**config.mk**
```make
export PLATFORM = sky130hd
export DESIGN_NAME = irq_agg_top
export DESIGN_NICKNAME = d
export VERILOG_FILES = /design/src/rtl/irq_agg_pkg.sv /design/src/rtl/irq_src_map.sv /design/src/rtl/irq_status_bank.sv /design/src/rtl/irq_mask_reg.sv /design/src/rtl/irq_agg_top.sv
export SDC_FILE = /design/constraint.sdc
export NUM_CORES = 1
export LEC_CHECK = 0
export ABC_CLOCK_PERIOD_IN_PS = 5100
export CORE_UTILIZATION = 35
export CTS_CLUSTER_DIAMETER = 200
export DETAILED_ROUTE_END_ITERATION = 10
export DONT_BUFFER_PORTS = 1
export PLACE_DENSITY = 0.51
export SLEW_MARGIN = 20
export SYNTH_ARGS = -nofsm -noshare
export SYNTH_HDL_FRONTEND = slang
export SYNTH_SLANG_ARGS = --single-unit
```
**constraint.sdc**
```tcl
create_clock -name clk -period 5.1 [get_ports clk]
set_input_delay 0.765 -clock clk [delete_from_list [all_inputs] [get_ports clk]]
set_output_delay 0.765 -clock clk [all_outputs]
set_load 0.01 [all_outputs]
```
**src/rtl/irq_agg_pkg.sv**
```systemverilog
package irq_agg_pkg;

    // Sources below GAP_POS map straight through; the rest skip GAP_W bits.
    localparam int GAP_POS = 10;
    localparam int GAP_W   = 2;

    function automatic int src_bit(input int idx);
        return (idx < GAP_POS) ? idx : idx + GAP_W;
    endfunction

    function automatic logic [63:0] used_mask(input int n_src);
        logic [63:0] m;
        m = '0;
        for (int i = 0; i < n_src; i++) begin
            m[src_bit(i)] = 1'b1;
        end
        return m;
    endfunction

endpackage

```
**src/rtl/irq_src_map.sv**
```systemverilog
module irq_src_map
    import irq_agg_pkg::*;
#(
    parameter int SRC_N  = 12,
    parameter int DATA_W = 16
) (
    input  logic [SRC_N-1:0]  src,
    output logic [DATA_W-1:0] word
);

    always_comb begin
        word = '0;
        for (int i = 0; i < SRC_N; i++) begin
            word[src_bit(i)] = src[i];
        end
    end

endmodule

```
**src/rtl/irq_status_bank.sv**
```systemverilog
module irq_status_bank #(
    parameter int DATA_W = 16
) (
    input  logic              clk,
    input  logic              rst_n,
    input  logic [DATA_W-1:0] set_vec,
    input  logic [DATA_W-1:0] clr_vec,
    output logic [DATA_W-1:0] stat_d_o,
    output logic [DATA_W-1:0] stat_q_o
);

    typedef struct packed {
        logic [DATA_W-1:0] stat;
    } bank_t;

    bank_t st_d, st_q;

    always_comb begin
        st_d = st_q;
        // A set on the same cycle as a clear wins, so no pulse is lost.
        st_d.stat = (st_q.stat & ~clr_vec) | set_vec;
        if (!rst_n) begin
            st_d.stat = '0;
        end
    end

    always_ff @(posedge clk) begin
        st_q <= st_d;
    end

    assign stat_d_o = st_d.stat;
    assign stat_q_o = st_q.stat;

endmodule

```
**src/rtl/irq_mask_reg.sv**
```systemverilog
module irq_mask_reg #(
    parameter int DATA_W = 16,
    parameter logic [DATA_W-1:0] USED = '1
) (
    input  logic              clk,
    input  logic              rst_n,
    input  logic              load,
    input  logic [DATA_W-1:0] load_val,
    output logic [DATA_W-1:0] mask_d_o,
    output logic [DATA_W-1:0] mask_q_o
);

    typedef struct packed {
        logic [DATA_W-1:0] mask;
    } mreg_t;

    mreg_t m_d, m_q;

    always_comb begin
        m_d = m_q;
        if (load) begin
            m_d.mask = load_val & USED;
        end
        if (!rst_n) begin
            m_d.mask = USED;
        end
    end

    always_ff @(posedge clk) begin
        m_q <= m_d;
    end

    assign mask_d_o = m_d.mask;
    assign mask_q_o = m_q.mask;

endmodule

```
**src/rtl/irq_agg_top.sv**
```systemverilog
module irq_agg_top
    import irq_agg_pkg::*;
#(
    parameter int                SRC_N     = 12,
    parameter int                DATA_W    = 16,
    parameter int                ADDR_W    = 8,
    parameter logic [ADDR_W-1:0] STAT_ADDR = 8'h18,
    parameter logic [ADDR_W-1:0] MASK_ADDR = 8'h20
) (
    input  logic              clk,
    input  logic              rst_n,
    input  logic [SRC_N-1:0]  src_evt,
    input  logic [ADDR_W-1:0] addr,
    input  logic              wr_en,
    input  logic [DATA_W-1:0] wr_data,
    input  logic              rd_en,
    output logic [DATA_W-1:0] rd_data,
    output logic              irq
);

    localparam logic [DATA_W-1:0] USED = DATA_W'(used_mask(SRC_N));

    typedef struct packed {
        logic              irq;
        logic [DATA_W-1:0] rdata;
    } port_t;

    port_t p_d, p_q;

    logic [DATA_W-1:0] evt_word;
    logic [DATA_W-1:0] clr_vec;
    logic [DATA_W-1:0] stat_d, stat_q;
    logic [DATA_W-1:0] mask_d, mask_q;
    logic              rd_stat, rd_mask, wr_mask;

    assign rd_stat = rd_en && (addr == STAT_ADDR);
    assign rd_mask = rd_en && (addr == MASK_ADDR);
    assign wr_mask = wr_en && (addr == MASK_ADDR);
    assign clr_vec = rd_stat ? stat_q : '0;

    irq_src_map #(.SRC_N(SRC_N), .DATA_W(DATA_W)) u_map (
        .src  (src_evt),
        .word (evt_word)
    );

    irq_status_bank #(.DATA_W(DATA_W)) u_stat (
        .clk      (clk),
        .rst_n    (rst_n),
        .set_vec  (evt_word),
        .clr_vec  (clr_vec),
        .stat_d_o (stat_d),
        .stat_q_o (stat_q)
    );

    irq_mask_reg #(.DATA_W(DATA_W), .USED(USED)) u_mask (
        .clk      (clk),
        .rst_n    (rst_n),
        .load     (wr_mask),
        .load_val (wr_data),
        .mask_d_o (mask_d),
        .mask_q_o (mask_q)
    );

    always_comb begin
        p_d       = p_q;
        p_d.rdata = '0;
        if (rd_stat) begin
            p_d.rdata = stat_q;
        end else if (rd_mask) begin
            p_d.rdata = mask_q;
        end
        // Built from next values so irq moves on the same edge as the words.
        p_d.irq = |(stat_d & ~mask_d);
        if (!rst_n) begin
            p_d = '0;
        end
    end

    always_ff @(posedge clk) begin
        p_q <= p_d;
    end

    assign rd_data = p_q.rdata;
    assign irq     = p_q.irq;

endmodule

```
Word-level counts from Yosys, hierarchy flattened. Cells that the tools add are included.

Bits of input ports: 40. Output and inout bits: 17. Register bits: 49. Word-level logic and storage cells: 21.

Reductions and logical operators: 4. Mux-type cells: 6. Bitwise operators: 5. Equality and inequality tests: 2.

Operator list (count): $mux 16 (6); $and 16x16->16 (2); $not 16->16 (2); $or 16x14->16 (1); $reduce_or 16->1 (1); $eq 8x5->1 const B (1); $eq 8x6->1 const B (1); $logic_and 1x1->1 (3).

Longest topological paths before layout. Gate-level depths: netlist (run 1).

Depth in word-level cells: 9. Gate-level depth with buffers: 6.

Cells and area by module. Synthesis (run 1) repeated with hierarchy kept, for this count alone.

Cells, all modules: 217. Area, all modules: 2075.7 sq um.

Modules (own cells, without submodules): irq_agg_top (cells each 103, area each 848.3 sq um, seq. area each 340.3 sq um, instances 1); irq_status_bank (cells each 50, area each 571.8 sq um, seq. area each 320.3 sq um, instances 1); irq_mask_reg (cells each 47, area each 531.8 sq um, seq. area each 320.3 sq um, instances 1); irq_src_map (cells each 17, area each 123.9 sq um, seq. area each 0.0 sq um, instances 1).

Least setup slack after synthesis (run 1). Ideal clock, no wire load.

Path kind: input -> register. Start: input port addr[2]. End: register p_q, in the netlist irq. Stages on the path: 6. Setup time: 134 ps. Data arrival time: 2540 ps. Path slack: 2426 ps. Data required time: 4966 ps. Buffers on the path: 1. Path through: or4b_1 -> or3_1 -> buf_2 -> a21oi_1 -> o2111ai_1 -> or4_1.

Cells in the longest elaborated chain, start to end: 9.

RTL lines: from (decl) (line irq_agg_top.sv:13) `input logic [ADDR_W-1:0] addr,`; $eq 8x5->1 (line irq_agg_top.sv:36) `assign rd_stat = rd_en && (addr == STAT_ADDR);`; $logic_and 1x1->1 (line irq_agg_top.sv:36); $mux 16 (line irq_agg_top.sv:39) `assign clr_vec = rd_stat ? stat_q : '0;`; $not 16->16 (line irq_status_bank.sv:21) `st_d.stat = (st_q.stat & ~clr_vec) | set_vec;`; $and 16x16->16 (line irq_status_bank.sv:21); $or 16x14->16 (line irq_status_bank.sv:21); $mux 16 (line irq_status_bank.sv:22) `if (!rst_n) begin`; $and 16x16->16 * (line irq_agg_top.sv:73) `p_d.irq = |(stat_d & ~mask_d);`; $reduce_or 16->1 * (line irq_agg_top.sv:73); to (signal assigned) (line irq_agg_top.sv:80) `p_q <= p_d;`; to (decl) (line irq_agg_top.sv:28) `port_t p_d, p_q;`.

Every way passes the cells marked *; elsewhere a longest branch is shown, timed or not. A chain may end at the register's enable or synchronous reset.

Final worst setup path (run 1). Same ends and word-level chain as after synthesis.

==> results of run 1 <==
registers in the layout (all words and copies together), names as in the netlist:
name / flops
irq: 1
rd_data: 16
u_stat.stat_q_o: 16
u_mask.mask_q_o: 16
layout make-up:
cell class	instances	area (µm²)
fill	549	3176
sequential	49	980.9
multi-input combinational	135	917.1
tap	70	87.58
clock buffer	7	86.33
inverter	4	15.01
timing repair buffer	1	7.507
cell usage in the layout, fill, tap and decap left out, drive strengths merged, types with 2 or more instances in the layout:
cell type	count
inv	2
a21oi	4
o2111ai	3
nor4	5
o41ai	9
a211o	3
o41a	9
and3	8
dfxtp	49
o31a	9
or4	2
nor2	22
nor2b	2
clkbuf	7
clkinv	2
o211ai	9
a22o	16
nand2	23
per-layer routing:
metal | track usage | wire (µm) | vias to the layer above
met4 | 0.07692 | 59 | 0
li1 | - | - | 761
met5 | 0 | 0 | -
met3 | 0.05476 | 251 | 5
met2 | 0.2991 | 2601 | 47
met1 | 0.2232 | 2375 | 796
per-stage QoR:
step	hold WS, ns	total power [mW]	worst slack (ns)	cell area [µm²]	utilization
2_1_floorplan	0.4372	0.4337	2.426	1967	-
5_1_grt	0.4807	0.6858	2.042	2095	0.3974
4_1_cts	0.4667	0.6614	2.182	2095	0.3974
3_3_place_gp	0.4470	0.4369	1.821	2008	0.3811
3_5_place_dp	0.4540	0.4380	1.859	2008	0.3811
6_report	0.4705	0.6565	2.136	2095	0.3974
how the worst min path moves through the flow:
stage,slack (ns),startpoint,endpoint,cells after the start
after floorplan,0.44,u_mask.mask_q_o[10],u_mask.mask_q_o[10],2
after global placement,0.45,u_mask.mask_q_o[10],u_mask.mask_q_o[10],2
after detailed placement,0.45,u_mask.mask_q_o[10],u_mask.mask_q_o[10],2
after CTS,0.47,u_mask.mask_q_o[10],u_mask.mask_q_o[10],2
after global routing,0.48,u_mask.mask_q_o[10],u_mask.mask_q_o[10],2
final,0.47,u_mask.mask_q_o[10],u_mask.mask_q_o[10],2
Yosys cell counts, types with 2 or more instances:
library cell | n | area [µm²]
and3_1 | 8 | 50.05
clkinv_1 | 2 | 7.510
clkbuf_1 | 10 | 37.54
nor4_1 | 5 | 31.28
nor2b_1 | 2 | 12.51
o41a_1 | 9 | 101.4
a211o_1 | 3 | 26.28
o41ai_1 | 9 | 78.83
inv_1 | 2 | 7.510
nor2_1 | 22 | 82.58
o2111ai_1 | 3 | 26.28
a22o_1 | 16 | 140.1
o211ai_1 | 9 | 67.56
buf_2 | 4 | 20.02
dfxtp_1 | 49 | 980.9
o31a_1 | 9 | 78.83
nand2_1 | 23 | 86.33
a21oi_1 | 4 | 20.02
power by group through the flow:
stage / Clock (mW) / Sequential (mW) / Combinational (mW)
global placement: 0 / 0.402 / 0.0351
CTS: 0.232 / 0.393 / 0.0360
floorplan: 0 / 0.401 / 0.0324
global route: 0.252 / 0.394 / 0.0395
finish: 0.227 / 0.393 / 0.0361
detailed placement: 0 / 0.402 / 0.0358
worst register-to-register path, delay by kind of cell, from the launching register on:
| kind | cells | cell delay [ns] |
|---|---|---|
| AOI/OAI and AO/OA | 3 | 0.49 |
| and+or+nand+nor | 1 | 0.55 |
| DFF | 1 | 0.32 |
logic make-up after synthesis:
kind of cell	after synthesis	synth area share
simple gates	70	0.1730
compound gates	65	0.2856
flops	49	0.4987
buf+inv	19	0.04263
==> run_results.csv, run 1 <==
group,metric,value,unit
timing,finClkSkew,0.008416,ns
clock_tree,ctsResizeCount,0,
setup_path,crit_cells,5,
synthesis,syn-num-nets,243,
setup_path,critPathMaxStageDelay,0.81,ns
clock_tree,clk_pin_slew,0.08,ns
timing,hold_viol,0,
setup_path,critPathKind,"in -> reg",
route,wirelength,5288,µm
placement,place_congestion,0.7651,
setup_path,worstPathMaxFanout,11,
synthesis,synthesis.area,1967,µm²
placement,portBuffers,0,
synthesis,synthFlopType,"dfxtp_1",
power_and_ir_drop,seqPwrFrac,0.599,
timing,tightest_slew,1.004,ns
route,wl_per_cell,19.88,µm
layout,syn2layout_area_growth,6.489,%
setup_path,r2r_slack,3.59,ns
global_route,antenna_found_initial,0,
timing,finalWorstPathRequiredPeriod,2.964,ns
route,ant_nets,0,
layout,drive_above_1_share,0.05102,
route,post-route-drc-count,0,
power_and_ir_drop,switchingPower,0.1460,mW
layout,nets,236,
setup_path,crit_path_end_kind,"flip-flop",
route,vias_per_cell,6.049,
placement,dp_hpwl,3619,µm
global_route,grt_use_total,0.1834,
timing,grt_setup_unrepaired,"false",
route,dr.pass1.iters,4,
synthesis,synth.distinct_cells,32,
die,die_h,76.97,µm
clock_tree,cts_buffer_depth,2,
run_status,status,"completed",
timing,slew_violations,0,
setup_path,critPathLaunchType,"input port",
synthesis,synthArstFlopShare,0,
die,rows,26,
synthesis,synth_warnings,0,
die,coreArea,5270,µm²
power_and_ir_drop,intPower,0.5105,mW
clock_tree,clock-sinks,49,
clock_tree,clockRootBuffer,"clkbuf_8",
global_route,grt_max_degree,24,
power_and_ir_drop,combPwrFrac,0.055,
timing,min_period_over_period,0.5812,
timing,slew_headroom,0.3258,
global_route,grt_first_pass_wirelength,8293,µm
synthesis,ys_seq_elements,49,
die,fp.dieW,76.97,µm
synthesis,synthCells,203,
worst_hold_path,hp-class,"reg -> reg",
setup_path,worst_ep_arrival_time,3.12,ns
run,drv_cap,0,
timing,tns,0,ns
setup_path,critPathBufInv,0,
timing,fmax,337.4,MHz
setup_path,cp_top_family,"simple AND/OR/NAND/NOR gates",
setup_path,rr_worst_depth,4,
power_and_ir_drop,power.density,313.4,nW/µm²
timing,final-setup-viol-count,0,
setup_path,r2r_end,"irq",
die,start_util,0.3732,
setup_path,crit_start,"addr[2]",
route,vias,1609,
clock_tree,clk_latency,0.30,ns
power_and_ir_drop,ir_drop,0.1019,mV
layout,n_antenna_cell,0,
clock_tree,cts_setup_buffers,0,
route,drtIter0Drc,60,
clock_tree,numCtsBuffers,5,
setup_path,crit_required,5.26,ns
setup_path,endpoint,"irq",
setup_path,cp_slowest_cell,"or4b_1",
global_route,grt_overflow,0,
placement,dp_cells,259,
die,ioPinCount,57,
power_and_ir_drop,swShare,0.2224,
clock_tree,hold_buffers,0,
synthesis,synth_edf_count,0,
synthesis,synth.avg_cell_area,9.689,µm²
layout,instances_no_fill,266,
clock_tree,h-tree-depth,2,
clock_tree,cts_tree,"done",
global_route,grt_pass1_vias,1588,
power_and_ir_drop,leakage,0.7457,nW
power_and_ir_drop,power.share.clock,0.346,
die,dieArea,5924,µm²
setup_path,cp_cell_sequence,"or4b_1 > or3_1 > a21oi_1 > o2111ai_1 > or4_1",
setup_path,rr_startpoint,"u_stat.stat_q_o[6]",
synthesis,seq_area_frac_synth,0.4987,
No activity file was read; power rests on OpenSTA's default activity.
==> run 2, diff against run 1 <==
--- a/config.mk
+++ b/config.mk
@@ -5,12 +5,12 @@
 export SDC_FILE = /design/constraint.sdc
 export NUM_CORES = 1
 export LEC_CHECK = 0
-export ABC_CLOCK_PERIOD_IN_PS = 5100
+export ABC_CLOCK_PERIOD_IN_PS = 2700
 export CORE_UTILIZATION = 35
 export CTS_CLUSTER_DIAMETER = 200
 export DETAILED_ROUTE_END_ITERATION = 10
 export DONT_BUFFER_PORTS = 1
-export PLACE_DENSITY = 0.51
+export PLACE_DENSITY = 0.53
 export SLEW_MARGIN = 20
 export SYNTH_ARGS = -nofsm -noshare
 export SYNTH_HDL_FRONTEND = slang
==> constraint.sdc (replaced) <==
create_clock -name clk -period 2.7 [get_ports clk]
set_input_delay 0.405 -clock clk [delete_from_list [all_inputs] [get_ports clk]]
set_output_delay 0.405 -clock clk [all_outputs]
set_load 0.01 [all_outputs]
==> run 2 against run 1 <==
  * Non-clock buffer count rose by 8
  * Combinational power up 100%
  * Sequential power rose by 89%
  * Power grew 88%
  * Clock skew fell by 0.0035 ns
  * Critical path type unchanged
==> run_results.csv, run 2 (synthesis results as in run 1) <==
group,metric,value,unit
timing,hold_viol,0,
worst_hold_path,hold_start,"src_evt[8]",
setup_path,critPathKind,"in -> reg",
timing,fmax,460.4,MHz
layout,layout_common_cells,"dfxtp_1 (49), nand2_1 (23), nor2_1 (22)",
run_status,status,"completed",
route,drtIter0Drc,124,
power_and_ir_drop,swShare,0.2361,
route,dr.pass1.iters,5,
placement,dp_hpwl,3727,µm
timing,finalWorstPathRequiredPeriod,2.172,ns
placement,place_congestion,0.7510,
layout,final_common_cell,"dfxtp_1",
layout,drive_above_1_share,0.09268,
global_route,grt_first_pass_wirelength,8928,µm
clock_tree,cts_tree,"done",
clock_tree,h-tree-depth,2,
setup_path,crit_path_end_kind,"flip-flop",
clock_tree,cts_buffer_depth,2,
setup_path,critPathLaunchType,"input port",
die,dieArea,5924,µm²
setup_path,crit_start,"addr[7]",
power_and_ir_drop,leakage,0.7853,nW
global_route,grt_pass1_vias,1712,
timing,final-setup-viol-count,0,
worst_hold_path,hp-class,"in -> reg",
global_route,antenna_found_initial,0,
die,coreArea,5270,µm²
die,fp.dieW,76.97,µm
layout,nets,244,
power_and_ir_drop,ir_drop,0.2445,mV
clock_tree,clk_pin_slew,0.09,ns
die,rows,26,
timing,min_period_over_period,0.8044,
clock_tree,hold_buffers,0,
clock_tree,clk_latency,0.30,ns
timing,grt_setup_unrepaired,"false",
setup_path,crit_required,2.88,ns
die,start_util,0.3732,
clock_tree,numCtsBuffers,5,
layout,nFillCells,536,
setup_path,rr_startpoint,"u_stat.stat_q_o[9]",
layout,syn2layout_area_growth,9.542,%
power_and_ir_drop,power.share.clock,0.341,
clock_tree,cts_setup_buffers,0,
timing,tightest_slew,0.3968,ns
layout,n_antenna_cell,0,
timing,slew_headroom,0.7320,
global_route,grt_max_degree,24,
power_and_ir_drop,switchingPower,0.2922,mW
global_route,grt_overflow,0,
route,wl_per_cell,19.93,µm
clock_tree,ctsResizeCount,0,
power_and_ir_drop,seqPwrFrac,0.601,
route,post-route-drc-count,0,
global_route,grt_use_total,0.1992,
power_and_ir_drop,combPwrFrac,0.058,
route,wirelength,5481,µm
setup_path,worstPathMaxFanout,21,
timing,slew_violations,0,
placement,portBuffers,0,
setup_path,worst_ep_arrival_time,2.35,ns
power_and_ir_drop,intPower,0.9452,mW
timing,tns,0,ns
timing,finClkSkew,0.004909,ns
route,vias_per_cell,6.215,
run,drv_cap,0,
power_and_ir_drop,power.density,574.3,nW/µm²
die,die_h,76.97,µm
clock_tree,clockRootBuffer,"clkbuf_8",
route,vias,1709,
clock_tree,clock-sinks,49,
route,ant_nets,0,
die,ioPinCount,57,
power_and_ir_drop,finalPower,1.237,mW
-- run 2: cell types whose count changed in the layout (fill, tap and decap cells not counted) --
cell      before  now
buf_4          1    8
clkinv_2       0    2
buf_12         0    1
clkbuf_8       6    5
nor4_2         0    1
nor4_4         1    0
-- run 2: path summary, 6_finish.rpt --
check                             end  slack (ns)  cells past startpoint
setup reg to reg                  irq        1.25                      4
hold / removal     u_stat.stat_q_o[8]        0.22                      2
hold reg to reg   u_mask.mask_q_o[10]        0.47                      2
setup / recovery                  irq        0.53                      5
-- run 2: worst max-delay path, cell delays in order --
cell       delay [ns]
or4_4            0.67
o41a_1           0.47
o211ai_1         0.15
o2111ai_1        0.17
or4_1            0.48
-- run 2: power by group through the flow --
stage / sequential [mW] / combinational (mW) / clock (mW)
2_1_floorplan: 0.758 / 0.0611 / 0
3_3_place_gp: 0.759 / 0.0699 / 0
3_5_place_dp: 0.760 / 0.0707 / 0
4_1_cts: 0.743 / 0.0713 / 0.434
5_1_grt: 0.746 / 0.0788 / 0.465
6_report: 0.743 / 0.0721 / 0.422
-- run 2: stage by stage --
| stage | area (µm²) | cells | setup slack, ns | hold slack [ns] | util |
|---|---|---|---|---|---|
| after detailed placement | 2072 | 267 | 0.2252 | 0.4560 | 0.3932 |
| after global routing | 2155 | 275 | 0.4698 | 0.2158 | 0.4088 |
| after global placement | 2072 | 267 | 0.2439 | 0.4501 | 0.3932 |
| after floorplan | 1967 | 203 | 0.3864 | 0.4372 | - |
| final | 2155 | 275 | 0.5280 | 0.2178 | 0.4088 |
| after CTS | 2155 | 275 | 0.5572 | 0.2127 | 0.4088 |
-- run 2: final cells by class --
type / instances / area, µm² / area share
clock buffer: 6 / 72.57 / 0.03368
sequential: 49 / 980.9 / 0.4553
tap: 70 / 87.58 / 0.04065
timing repair buffer: 9 / 80.08 / 0.03717
multi-input combinational: 135 / 908.4 / 0.4216
clock inverter: 2 / 10.01 / 0.004646
inverter: 4 / 15.01 / 0.006969
-- run 2: routing by layer --
metal,global-route usage,share of wire,routed length (µm)
met5,0,0,0
met4,0.09423,0.022,119
met2,0.3241,0.49,2665
met1,0.2414,0.43,2353
met3,0.05476,0.063,343
==> run 3, diff against run 2 <==
--- a/config.mk
+++ b/config.mk
@@ -5,12 +5,12 @@
 export SDC_FILE = /design/constraint.sdc
 export NUM_CORES = 1
 export LEC_CHECK = 0
-export ABC_CLOCK_PERIOD_IN_PS = 2700
+export ABC_CLOCK_PERIOD_IN_PS = 2200
 export CORE_UTILIZATION = 35
 export CTS_CLUSTER_DIAMETER = 200
 export DETAILED_ROUTE_END_ITERATION = 10
 export DONT_BUFFER_PORTS = 1
-export PLACE_DENSITY = 0.53
+export PLACE_DENSITY = 0.51
 export SLEW_MARGIN = 20
 export SYNTH_ARGS = -nofsm -noshare
 export SYNTH_HDL_FRONTEND = slang
==> constraint.sdc (replaced) <==
create_clock -name clk -period 2.2 [get_ports clk]
set_input_delay 0.33 -clock clk [delete_from_list [all_inputs] [get_ports clk]]
set_output_delay 0.33 -clock clk [all_outputs]
set_load 0.01 [all_outputs]
==> run 3 against run 2 <==
  * Critical path depth increased by 1
  * Sequential cell count is the same
  * Highest routed layer unchanged
  * Largest cell class unchanged
  * Register-to-register slack got worse by 0.47 ns
==> run_results.csv, run 3 (synthesis results as in run 1) <==
group,metric,value,unit
run_status,status,"completed",
route,wirelength,5429,µm
placement,dp_hpwl,3688,µm
power_and_ir_drop,ir_drop,0.2460,mV
clock_tree,cts_tree,"done",
layout,drive_above_1_share,0.1528,
placement,place_congestion,0.7683,
global_route,grt_pass1_vias,1742,
route,wl_met2,2620,µm
clock_tree,h-tree-depth,2,
route,vias_per_cell,5.927,
clock_tree,cts_setup_buffers,0,
die,rows,26,
worst_hold_path,hp-class,"in -> reg",
global_route,grt_max_degree,24,
die,fp.dieW,76.97,µm
timing,grt_setup_unrepaired,"false",
setup_path,critPathKind,"in -> reg",
timing,fmax,477.1,MHz
die,dieArea,5924,µm²
power_and_ir_drop,power.density,669.3,nW/µm²
clock_tree,ctsResizeCount,0,
setup_path,crit_start,"addr[2]",
clock_tree,clk_pin_slew,0.08,ns
power_and_ir_drop,leakage,0.8354,nW
setup_path,rr_startpoint,"u_stat.stat_q_o[8]",
global_route,grt_first_pass_wirelength,8942,µm
route,wl_per_cell,18.98,µm
route,ant_nets,0,
global_route,antenna_found_initial,0,
layout,final_common_cell,"dfxtp_1",
route,dr.pass1.iters,5,
run,drv_cap,0,
route,met3_wirelength,321,µm
die,coreArea,5270,µm²
timing,slew_headroom,0.7242,
timing,slew_violations,0,
worst_hold_path,hold_start,"src_evt[11]",
setup_path,worstPathMaxFanout,10,
layout,utilization,0.4247,
die,start_util,0.3732,
timing,hold_viol,0,
setup_path,cp_slowest_cell,"or4b_1",
setup_path,cp_cell_sequence,"or4b_1 > buf_4 > o31a_1 > o211ai_1 > o2111ai_1 > or4_1",
clock_tree,clockRootBuffer,"clkbuf_8",
route,vias,1695,
die,die_h,76.97,µm
setup_path,crit_required,2.38,ns
timing,min_period_over_period,0.9528,
route,drtIter0Drc,80,
route,post-route-drc-count,0,
layout,n_antenna_cell,0,
clock_tree,clock-sinks,49,
timing,finClkSkew,0.003290,ns
clock_tree,hold_buffers,0,
timing,final-setup-viol-count,0,
die,ioPinCount,57,
clock_tree,numCtsBuffers,5,
setup_path,worst_ep_arrival_time,2.28,ns
global_route,grt_use_total,0.1959,
timing,tightest_slew,0.4084,ns
setup_path,crit_path_end_kind,"flip-flop",
route,wl_met1,2437,µm
timing,hold_ws,0.1485,ns
global_route,grt_overflow,0,
clock_tree,clk_latency,0.29,ns
clock_tree,cts_buffer_depth,2,
layout,nets,257,
timing,finalWorstPathRequiredPeriod,2.096,ns
setup_path,critPathMaxStageDelay,0.55,ns
setup_path,critPathLaunchType,"input port",
layout,layout_common_cells,"dfxtp_1 (49), nand2_1 (23), nor2_1 (22), buf_4 (22), a22o_1 (16)",
placement,portBuffers,0,
layout,syn2layout_area_growth,13.80,%
route,top_layer_used,"met4",
==> run 3: changes by cell type in the layout (fill, tap and decap cells not counted), sizes merged <==
cell    before  now
clkinv       4    3
clkbuf       6    5
buf          9   22
==> run 3: final timing paths <==
check                           slack, ns                  end  cells after the start
worst max-delay path                 0.10                  irq                      6
worst min-delay path                 0.15  u_stat.stat_q_o[13]                      2
worst max register to register       0.78                  irq                      4
worst min register to register       0.47  u_mask.mask_q_o[10]                      2
==> run 3: power breakdown <==
part	switching, mW	internal (mW)
Clock	0.273	0.210
Combinational	0.0549	0.0488
Sequential	0.00915	0.903
==> run 3: layout make-up <==
class | count | area [µm²]
fill | 528 | 3032
sequential | 49 | 980.9
multi-input combinational | 135 | 915.9
timing repair buffer | 22 | 165.2
tap | 70 | 87.58
clock buffer | 5 | 68.82
inverter | 4 | 15.01
clock inverter | 1 | 5.005
==> run 3: worst max-delay path: cells and delay by family <==
| family | cells | cell delay, ns |
|---|---|---|
| and+or+nand+nor | 2 | 1.05 |
| buffers and inverters | 1 | 0.22 |
| AOI/OAI and AO/OA | 3 | 0.67 |
==> run 3: metrics by stage <==
step	setup TNS, ns	worst slack [ns]	area (µm²)	power [mW]	std cells
global route	0	0.01909	2238	1.565	286
floorplan	-0.008849	-0.008849	1982	1.007	203
global placement	-0.1783	-0.1783	2165	1.034	280
CTS	0	0.1188	2238	1.519	286
finish	0	0.1039	2238	1.498	286
detailed placement	-0.2007	-0.2007	2165	1.036	280
==> run 3: per-layer routing <==
metal	vias to the layer above	GRT usage
li1	801	-
met1	830	0.2606
met2	58	0.3071
met3	6	0.05119
met4	0	0.06154
met5	-	0
